## src/rtl/stby_wake_pkg.sv

```systemverilog
package stby_wake_pkg;

   typedef enum logic [1:0] {
      ST_RUN    = 2'd0,
      ST_STBY   = 2'd1,
      ST_SETTLE = 2'd2,
      ST_GUARD  = 2'd3
   } stby_state_t;

   localparam int EVT_W = 12;
   localparam logic [EVT_W-1:0] EVT_NMI      = 12'h1C0;
   localparam logic [EVT_W-1:0] EVT_IRQ_BASE = 12'h200;
   localparam logic [EVT_W-1:0] EVT_PER_BASE = 12'h400;
   localparam logic [EVT_W-1:0] EVT_LVL_BASE = 12'h600;
   localparam int               EVT_STEP     = 32;

   localparam logic [1:0] STAT_RUN   = 2'b00;
   localparam logic [1:0] STAT_GATED = 2'b11;

endpackage

```

## src/rtl/stby_wake_src.sv

```systemverilog
module stby_wake_src
   import stby_wake_pkg::*;
#(
   parameter int NUM_IRQ   = 5,
   parameter int NUM_PER   = 4,
   parameter int LVL_W     = 4,
   parameter int TIMER_IDX = 0
) (
   input  logic               nmi,
   input  logic [NUM_IRQ-1:0] irq,
   input  logic [LVL_W-1:0]   int_level,
   input  logic [LVL_W-1:0]   mask_level,
   input  logic [NUM_PER-1:0] periph_req,
   output logic               wake,
   output logic [EVT_W-1:0]   code
);

   logic [NUM_PER-1:0] per_ok;
   logic               lvl_ok;

   // The interval-timer request is stripped from the peripheral set.
   for (genvar p = 0; p < NUM_PER; p++) begin : g_per_mask
      if (p == TIMER_IDX) begin : g_timer
         assign per_ok[p] = 1'b0;
      end else begin : g_other
         assign per_ok[p] = periph_req[p];
      end
   end

   assign lvl_ok = (int_level > mask_level);
   assign wake   = nmi | (|irq) | lvl_ok | (|per_ok);

   // Fixed priority: NMI, IRQ low->high, level, peripheral low->high.
   always_comb begin
      logic found;
      found = 1'b0;
      code  = '0;
      if (nmi) begin
         code  = EVT_NMI;
         found = 1'b1;
      end
      for (int i = 0; i < NUM_IRQ; i++) begin
         if (!found && irq[i]) begin
            code  = EVT_IRQ_BASE + EVT_W'(i * EVT_STEP);
            found = 1'b1;
         end
      end
      if (!found && lvl_ok) begin
         code  = EVT_LVL_BASE + EVT_W'(int'(int_level) * EVT_STEP);
         found = 1'b1;
      end
      for (int p = 0; p < NUM_PER; p++) begin
         if (!found && per_ok[p]) begin
            code  = EVT_PER_BASE + EVT_W'(p * EVT_STEP);
            found = 1'b1;
         end
      end
   end

endmodule

```

## src/rtl/stby_settle_cnt.sv

```systemverilog
module stby_settle_cnt #(
   parameter int CNT_W = 8
) (
   input  logic             clk,
   input  logic             rst_n,
   input  logic             load,
   input  logic [CNT_W-1:0] load_val,
   input  logic             inc,
   output logic [CNT_W-1:0] cnt,
   output logic             at_max,
   output logic [CNT_W-1:0] cnt_next_inc
);

   assign at_max       = (cnt == {CNT_W{1'b1}});
   assign cnt_next_inc = cnt + 1'b1;

   always_ff @(posedge clk or negedge rst_n) begin
      if (!rst_n) begin
         cnt <= '0;
      end else if (load) begin
         cnt <= load_val;
      end else if (inc) begin
         cnt <= cnt_next_inc;
      end
   end

endmodule

```

## src/rtl/stby_wake_ctrl.sv

```systemverilog
module stby_wake_ctrl
   import stby_wake_pkg::*;
#(
   parameter int               NUM_IRQ     = 5,
   parameter int               NUM_PER     = 4,
   parameter int               LVL_W       = 4,
   parameter int               TIMER_IDX   = 0,
   parameter int               CNT_W       = 8,
   parameter logic [CNT_W-1:0] GUARD_LIMIT = 8'h80
) (
   input  logic               clk,
   input  logic               rst_n,
   input  logic               sleep_req,
   input  logic               wr_en,
   input  logic               wr_sel,
   input  logic [CNT_W-1:0]   wr_data,
   input  logic               tick,
   input  logic               nmi,
   input  logic [NUM_IRQ-1:0] irq,
   input  logic [LVL_W-1:0]   int_level,
   input  logic [LVL_W-1:0]   mask_level,
   input  logic [NUM_PER-1:0] periph_req,
   output logic               clk_en,
   output logic [1:0]         stat,
   output logic               intr_start,
   output logic [EVT_W-1:0]   evt_code,
   output logic [CNT_W-1:0]   guard_cnt
);

   // Elaboration-time parameter checks
   if (CNT_W < 2) begin : g_bad_cnt_w
      $error("CNT_W must be at least 2");
   end
   if (GUARD_LIMIT == '0) begin : g_bad_limit
      $error("GUARD_LIMIT must be non-zero");
   end
   if (TIMER_IDX < 0 || TIMER_IDX >= NUM_PER) begin : g_bad_timer
      $error("TIMER_IDX out of peripheral range");
   end
   if (NUM_IRQ < 1 || NUM_PER < 1 || LVL_W < 1) begin : g_bad_count
      $error("source counts and level width must be positive");
   end

   stby_state_t      state_q, state_d;
   logic             stby_en_q, stby_en_nx;
   logic             clk_on;
   logic             wr_ok, ctrl_wr, cnt_wr;
   logic             wake;
   logic [EVT_W-1:0] wake_code, pend_code_q;
   logic             cnt_inc, cnt_at_max;
   logic [CNT_W-1:0] cnt_plus1;
   logic             settle_done, guard_hit;

   stby_wake_src #(
      .NUM_IRQ   (NUM_IRQ),
      .NUM_PER   (NUM_PER),
      .LVL_W     (LVL_W),
      .TIMER_IDX (TIMER_IDX)
   ) u_src (
      .nmi        (nmi),
      .irq        (irq),
      .int_level  (int_level),
      .mask_level (mask_level),
      .periph_req (periph_req),
      .wake       (wake),
      .code       (wake_code)
   );

   stby_settle_cnt #(
      .CNT_W (CNT_W)
   ) u_cnt (
      .clk          (clk),
      .rst_n        (rst_n),
      .load         (cnt_wr),
      .load_val     (wr_data),
      .inc          (cnt_inc),
      .cnt          (guard_cnt),
      .at_max       (cnt_at_max),
      .cnt_next_inc (cnt_plus1)
   );

   // Software can only act while the core clock runs.
   assign clk_on     = (state_q == ST_RUN) || (state_q == ST_GUARD);
   assign wr_ok      = wr_en && clk_on;
   assign ctrl_wr    = wr_ok && !wr_sel;
   assign cnt_wr     = wr_ok && wr_sel;
   assign stby_en_nx = ctrl_wr ? wr_data[0] : stby_en_q;

   assign cnt_inc = tick && ((state_q == ST_SETTLE) ||
                             ((state_q == ST_GUARD) && stby_en_nx));

   assign settle_done = (state_q == ST_SETTLE) && tick && cnt_at_max;
   assign guard_hit   = cnt_inc && (state_q == ST_GUARD) && !cnt_wr &&
                        (cnt_plus1 == GUARD_LIMIT);

   always_comb begin
      state_d = state_q;
      unique case (state_q)
         ST_RUN:    if (sleep_req && stby_en_q) state_d = ST_STBY;
         ST_STBY:   if (wake) state_d = ST_SETTLE;
         ST_SETTLE: if (settle_done) state_d = ST_GUARD;
         ST_GUARD: begin
            if (!stby_en_nx)    state_d = ST_RUN;
            else if (guard_hit) state_d = ST_STBY;
         end
         default:   state_d = ST_RUN;
      endcase
   end

   always_ff @(posedge clk or negedge rst_n) begin
      if (!rst_n) begin
         state_q     <= ST_RUN;
         stby_en_q   <= 1'b0;
         pend_code_q <= '0;
         evt_code    <= '0;
         intr_start  <= 1'b0;
      end else begin
         state_q    <= state_d;
         stby_en_q  <= stby_en_nx;
         intr_start <= settle_done;
         if (state_q == ST_STBY && wake) begin
            pend_code_q <= wake_code;
         end
         if (settle_done) begin
            evt_code <= pend_code_q;
         end
      end
   end

   assign clk_en = clk_on;
   assign stat   = clk_on ? STAT_RUN : STAT_GATED;

endmodule

```

## config.mk

```make
export PLATFORM = sky130hd
export DESIGN_NAME = stby_wake_ctrl
export DESIGN_NICKNAME = d
export VERILOG_FILES = /design/src/rtl/stby_wake_pkg.sv /design/src/rtl/stby_wake_src.sv /design/src/rtl/stby_settle_cnt.sv /design/src/rtl/stby_wake_ctrl.sv
export SDC_FILE = /design/constraint.sdc
export NUM_CORES = 1
export LEC_CHECK = 0
export BUFFER_PORTS_ARGS = -buffer_cell sky130_fd_sc_hd__buf_2
export CELL_PAD_IN_SITES_DETAIL_PLACEMENT = 0
export CELL_PAD_IN_SITES_GLOBAL_PLACEMENT = 1
export CORE_UTILIZATION = 34
export DETAILED_ROUTE_END_ITERATION = 6
export HOLD_SLACK_MARGIN = 0.08
export PLACE_DENSITY_LB_ADDON = 0.15
export SLEW_MARGIN = 20
export SYNTH_ARGS = -nofsm -noshare
export SYNTH_HDL_FRONTEND = slang
export SYNTH_SLANG_ARGS = --single-unit
```

## constraint.sdc

```tcl
create_clock -name clk -period 2.7 [get_ports clk]
set_input_delay 0.135 -clock clk [delete_from_list [all_inputs] [get_ports clk]]
set_output_delay 0.135 -clock clk [all_outputs]
set_load 0.01 [all_outputs]
```

==> results.txt <==
GR Layer Usage met2 -> 26.6%
data required time of the critical path -> 2.90 ns
vias in the first global route -> 1329
WHS Path Cells -> 3
Clock Root Buffer -> clkbuf_8
Ys Warns -> 0
Area Overhead vs Synth -> 24.3%
RSZ-0062 raised after global routing -> false
relative slew slack -> 63.7%
core area -> 4440 um2
leak pwr -> 1.00 nW
share of cells above drive strength 1 -> 33.3%
Seq pwr share -> 43.5%
top cells by area, synth -> dfrtp_1 (37%), ha_1 (7.8%), mux2_2 (5.6%)
Worst Setup Start Kind -> register
Register-to-Register Path Depth -> 8
pin count of the biggest net entering global routing -> 25
register area -> 601 um2
maximum VDD drop -> 0.000204 V
synthesized instance count -> 167
Clk network pwr share -> 27.0%
min-delay src -> wr_data[0]
gr ovfl total -> 0
global-route wire length before repair -> 5900 um
Worst Path Arrival -> 2.59 ns
Antenna diodes -> 0
r2r setup slk -> 0.32 ns
CTS clk-pin slew, worst paths -> 0.09 ns
CTS-repair resized insts -> 0
Sw Share -> 33.8%
HPWL Detailed -> 2780 um
Worst Clk Skew -> 0.00565 ns
antenna violations before repair -> 0
TNS Setup -> 0 ns
CTS tree -> done
Int Power -> 0.781 mW
synthesized cell area -> 1610 um2
final core occ -> 45.2%
# clock sinks -> 24
sequential element share of the synthesized area -> 37.2%
Final Cycle Share -> 88.3%
vias -> 1411
fin. max-slew vios -> 0
Comb power frac -> 29.5%
Max clock buf depth -> 2
global routing's busiest layer -> met2
Post-Synth Adder-Cell Area -> 7.75%
GRT met3 Usage -> 1.71%
post-synthesis register bit count -> 24
# Post-CTS Setup Buffers -> 0
fmax -> 420 MHz
Syn Area/Cell -> 9.66 um2
simple-gate share of the synthesized area -> 18.8%
Synth Area in Compound Gates -> 16.7%
row count -> 24
count leader, synth -> dfrtp_1
cts hold-fix bufs -> 7
final hold violations -> 0
reg-to-reg critical path startpoint -> state_q[0]$_DFFE_PN0P_
Tightest Pin Transition -> 0.544 ns
Ports -> 56
initial core utilization -> 36.3%
Tot GR Track Use -> 14.8%
minimum clock period -> 2.38 ns
Fillers -> 450
worst hold-check path type -> in -> reg
final setup fails -> 0
max_cap viols -> 0
post-DR vias/cell -> 5.21
failing checks -> DRC
Post-route DRC -> 8
Yosys cell types -> 52
wire length per cell -> 13.4 um
Primary FF master, synth -> dfrtp_1
commonest cells in the netlist -> dfrtp_1 (24), nand2_1 (15), ha_1 (10), o21ai_0 (10)
Routed Antenna Nets -> 0
Post-Synth XOR/XNOR Area -> 4.88%
Post-synth ARST share -> 100%
Fin Hold WS -> 0.0867 ns
DRT Wirelength -> 3630 um
placer congestion estimate -> 0.801
multi-input logic area -> 911 um2
kind of end point of the critical path -> register
drt first pass iters -> 7
status -> complete, but fails checks
largest family of logic cells by synthesized area -> simple AND/OR/NAND/NOR gates
drt initial violations -> 92
post-synth top area cell -> dfrtp_1
post-synthesis mux area share -> 6.82%
worst hold endpoint -> u_cnt.cnt[0]$_DFFE_PN0P_
Psw -> 0.399 mW
fin nets -> 262
Skew-Pair Late Insertion Delay -> 0.27 ns
Chip Height -> 70.9 um
H-Tree Depth -> 1
Yosys top cell area share -> 37.2%
number of buffers created by CTS -> 3
I/O Buffers -> 48
EDFF count, synth -> 0
power per standard cell area -> 588 nW/um2
grt met1 use -> 18.2%
FF-to-FF End -> state_q[1]$_DFFE_PN0P_
path type of the worst setup path -> reg -> reg
critical path peak fanout -> 4
die area -> 5030 um2
die width -> 70.9 um
==> flip-flops by register name, summed over array words and instances, names as in the netlist <==
signal,cells
intr_start,1
pend_code_q,6
stby_en_q,1
state_q,2
u_cnt.cnt,8
evt_code,6
==> critical path, cell delays in order (launching register included) <==
cell      delay, ns
dfrtp_1        0.41
inv_1          0.08
ha_1           0.34
nor3b_1        0.27
mux2_2         0.39
a222oi_1       0.35
a41oi_1        0.09
nor2_1         0.19
mux2i_1        0.19
==> cell type report <==
type | instances | area share [%]
Multi-Input combinational cell | 125 | 45.4
Clock buffer | 3 | 2.06
Timing Repair Buffer | 57 | 16.2
Sequential cell | 24 | 29.9
Inverter | 9 | 1.68
Clock inverter | 1 | 1.50
Tap cell | 52 | 3.24
==> cells by family after synthesis <==
group           after synthesis
mux                          10
xor+xnor                      9
simple gates                 52
other cells                   1
buf+inv                      23
fa+ha+maj                    10
flops                        24
compound gates               38
==> routing by layer <==
layer  vias to the layer above  wire length (um)
met5                         -                 0
met4                         0                60
met3                         5               151
met2                        46              1780
met1                       658              1640
li1                        702                 -
==> cell usage in the layout (no fill, tap or decap), types with 2 or more instances in the layout <==
master,n
a21oi_1,5
a22o_1,3
a31oi_1,3
and3_1,3
and4_1,2
buf_2,48
buf_4,2
clkbuf_8,3
conb_1,6
dfrtp_1,24
dlygate4sd3_1,7
ha_1,10
inv_1,9
mux2_2,8
mux2i_1,2
nand2_1,15
nand2b_1,2
nand3_1,4
nand4_1,3
nor2_1,8
nor2b_1,2
o21ai_0,10
or3_1,2
xnor2_1,3
xor2_1,6
==> power by group through the flow <==
stage               clock, mW  sequential [mW]  combinational [mW]
floorplan                   0            0.507               0.222
global placement            0            0.512               0.337
detailed placement          0            0.521               0.342
CTS                     0.327            0.514               0.352
global route            0.342            0.525               0.389
finish                  0.319            0.513               0.348
==> metrics by stage <==
| stage | instances | instance area (um2) | setup slack (ns) | total power, mW |
|---|---|---|---|---|
| floorplan | 172 | 1630 | 0.563 | 0.729 |
| global placement | 260 | 1870 | 0.401 | 0.849 |
| detailed placement | 260 | 1870 | 0.341 | 0.863 |
| CTS | 271 | 2010 | 0.304 | 1.19 |
| global route | 271 | 2010 | 0.187 | 1.26 |
| finish | 271 | 2010 | 0.317 | 1.18 |
==> worst max path at each step <==
stage | start | to | slack (ns) | depth (start not counted)
after floorplan | state_q[0]$_DFFE_PN0P_ | state_q[1]$_DFFE_PN0P_ | 0.56 | 8
after global placement | state_q[0]$_DFFE_PN0P_ | state_q[1]$_DFFE_PN0P_ | 0.40 | 8
after detailed placement | state_q[0]$_DFFE_PN0P_ | state_q[1]$_DFFE_PN0P_ | 0.34 | 8
after CTS | state_q[0]$_DFFE_PN0P_ | state_q[1]$_DFFE_PN0P_ | 0.30 | 8
after global routing | state_q[0]$_DFFE_PN0P_ | state_q[1]$_DFFE_PN0P_ | 0.19 | 8
final | state_q[0]$_DFFE_PN0P_ | state_q[1]$_DFFE_PN0P_ | 0.32 | 8
Power figures use the tool's default switching activity.
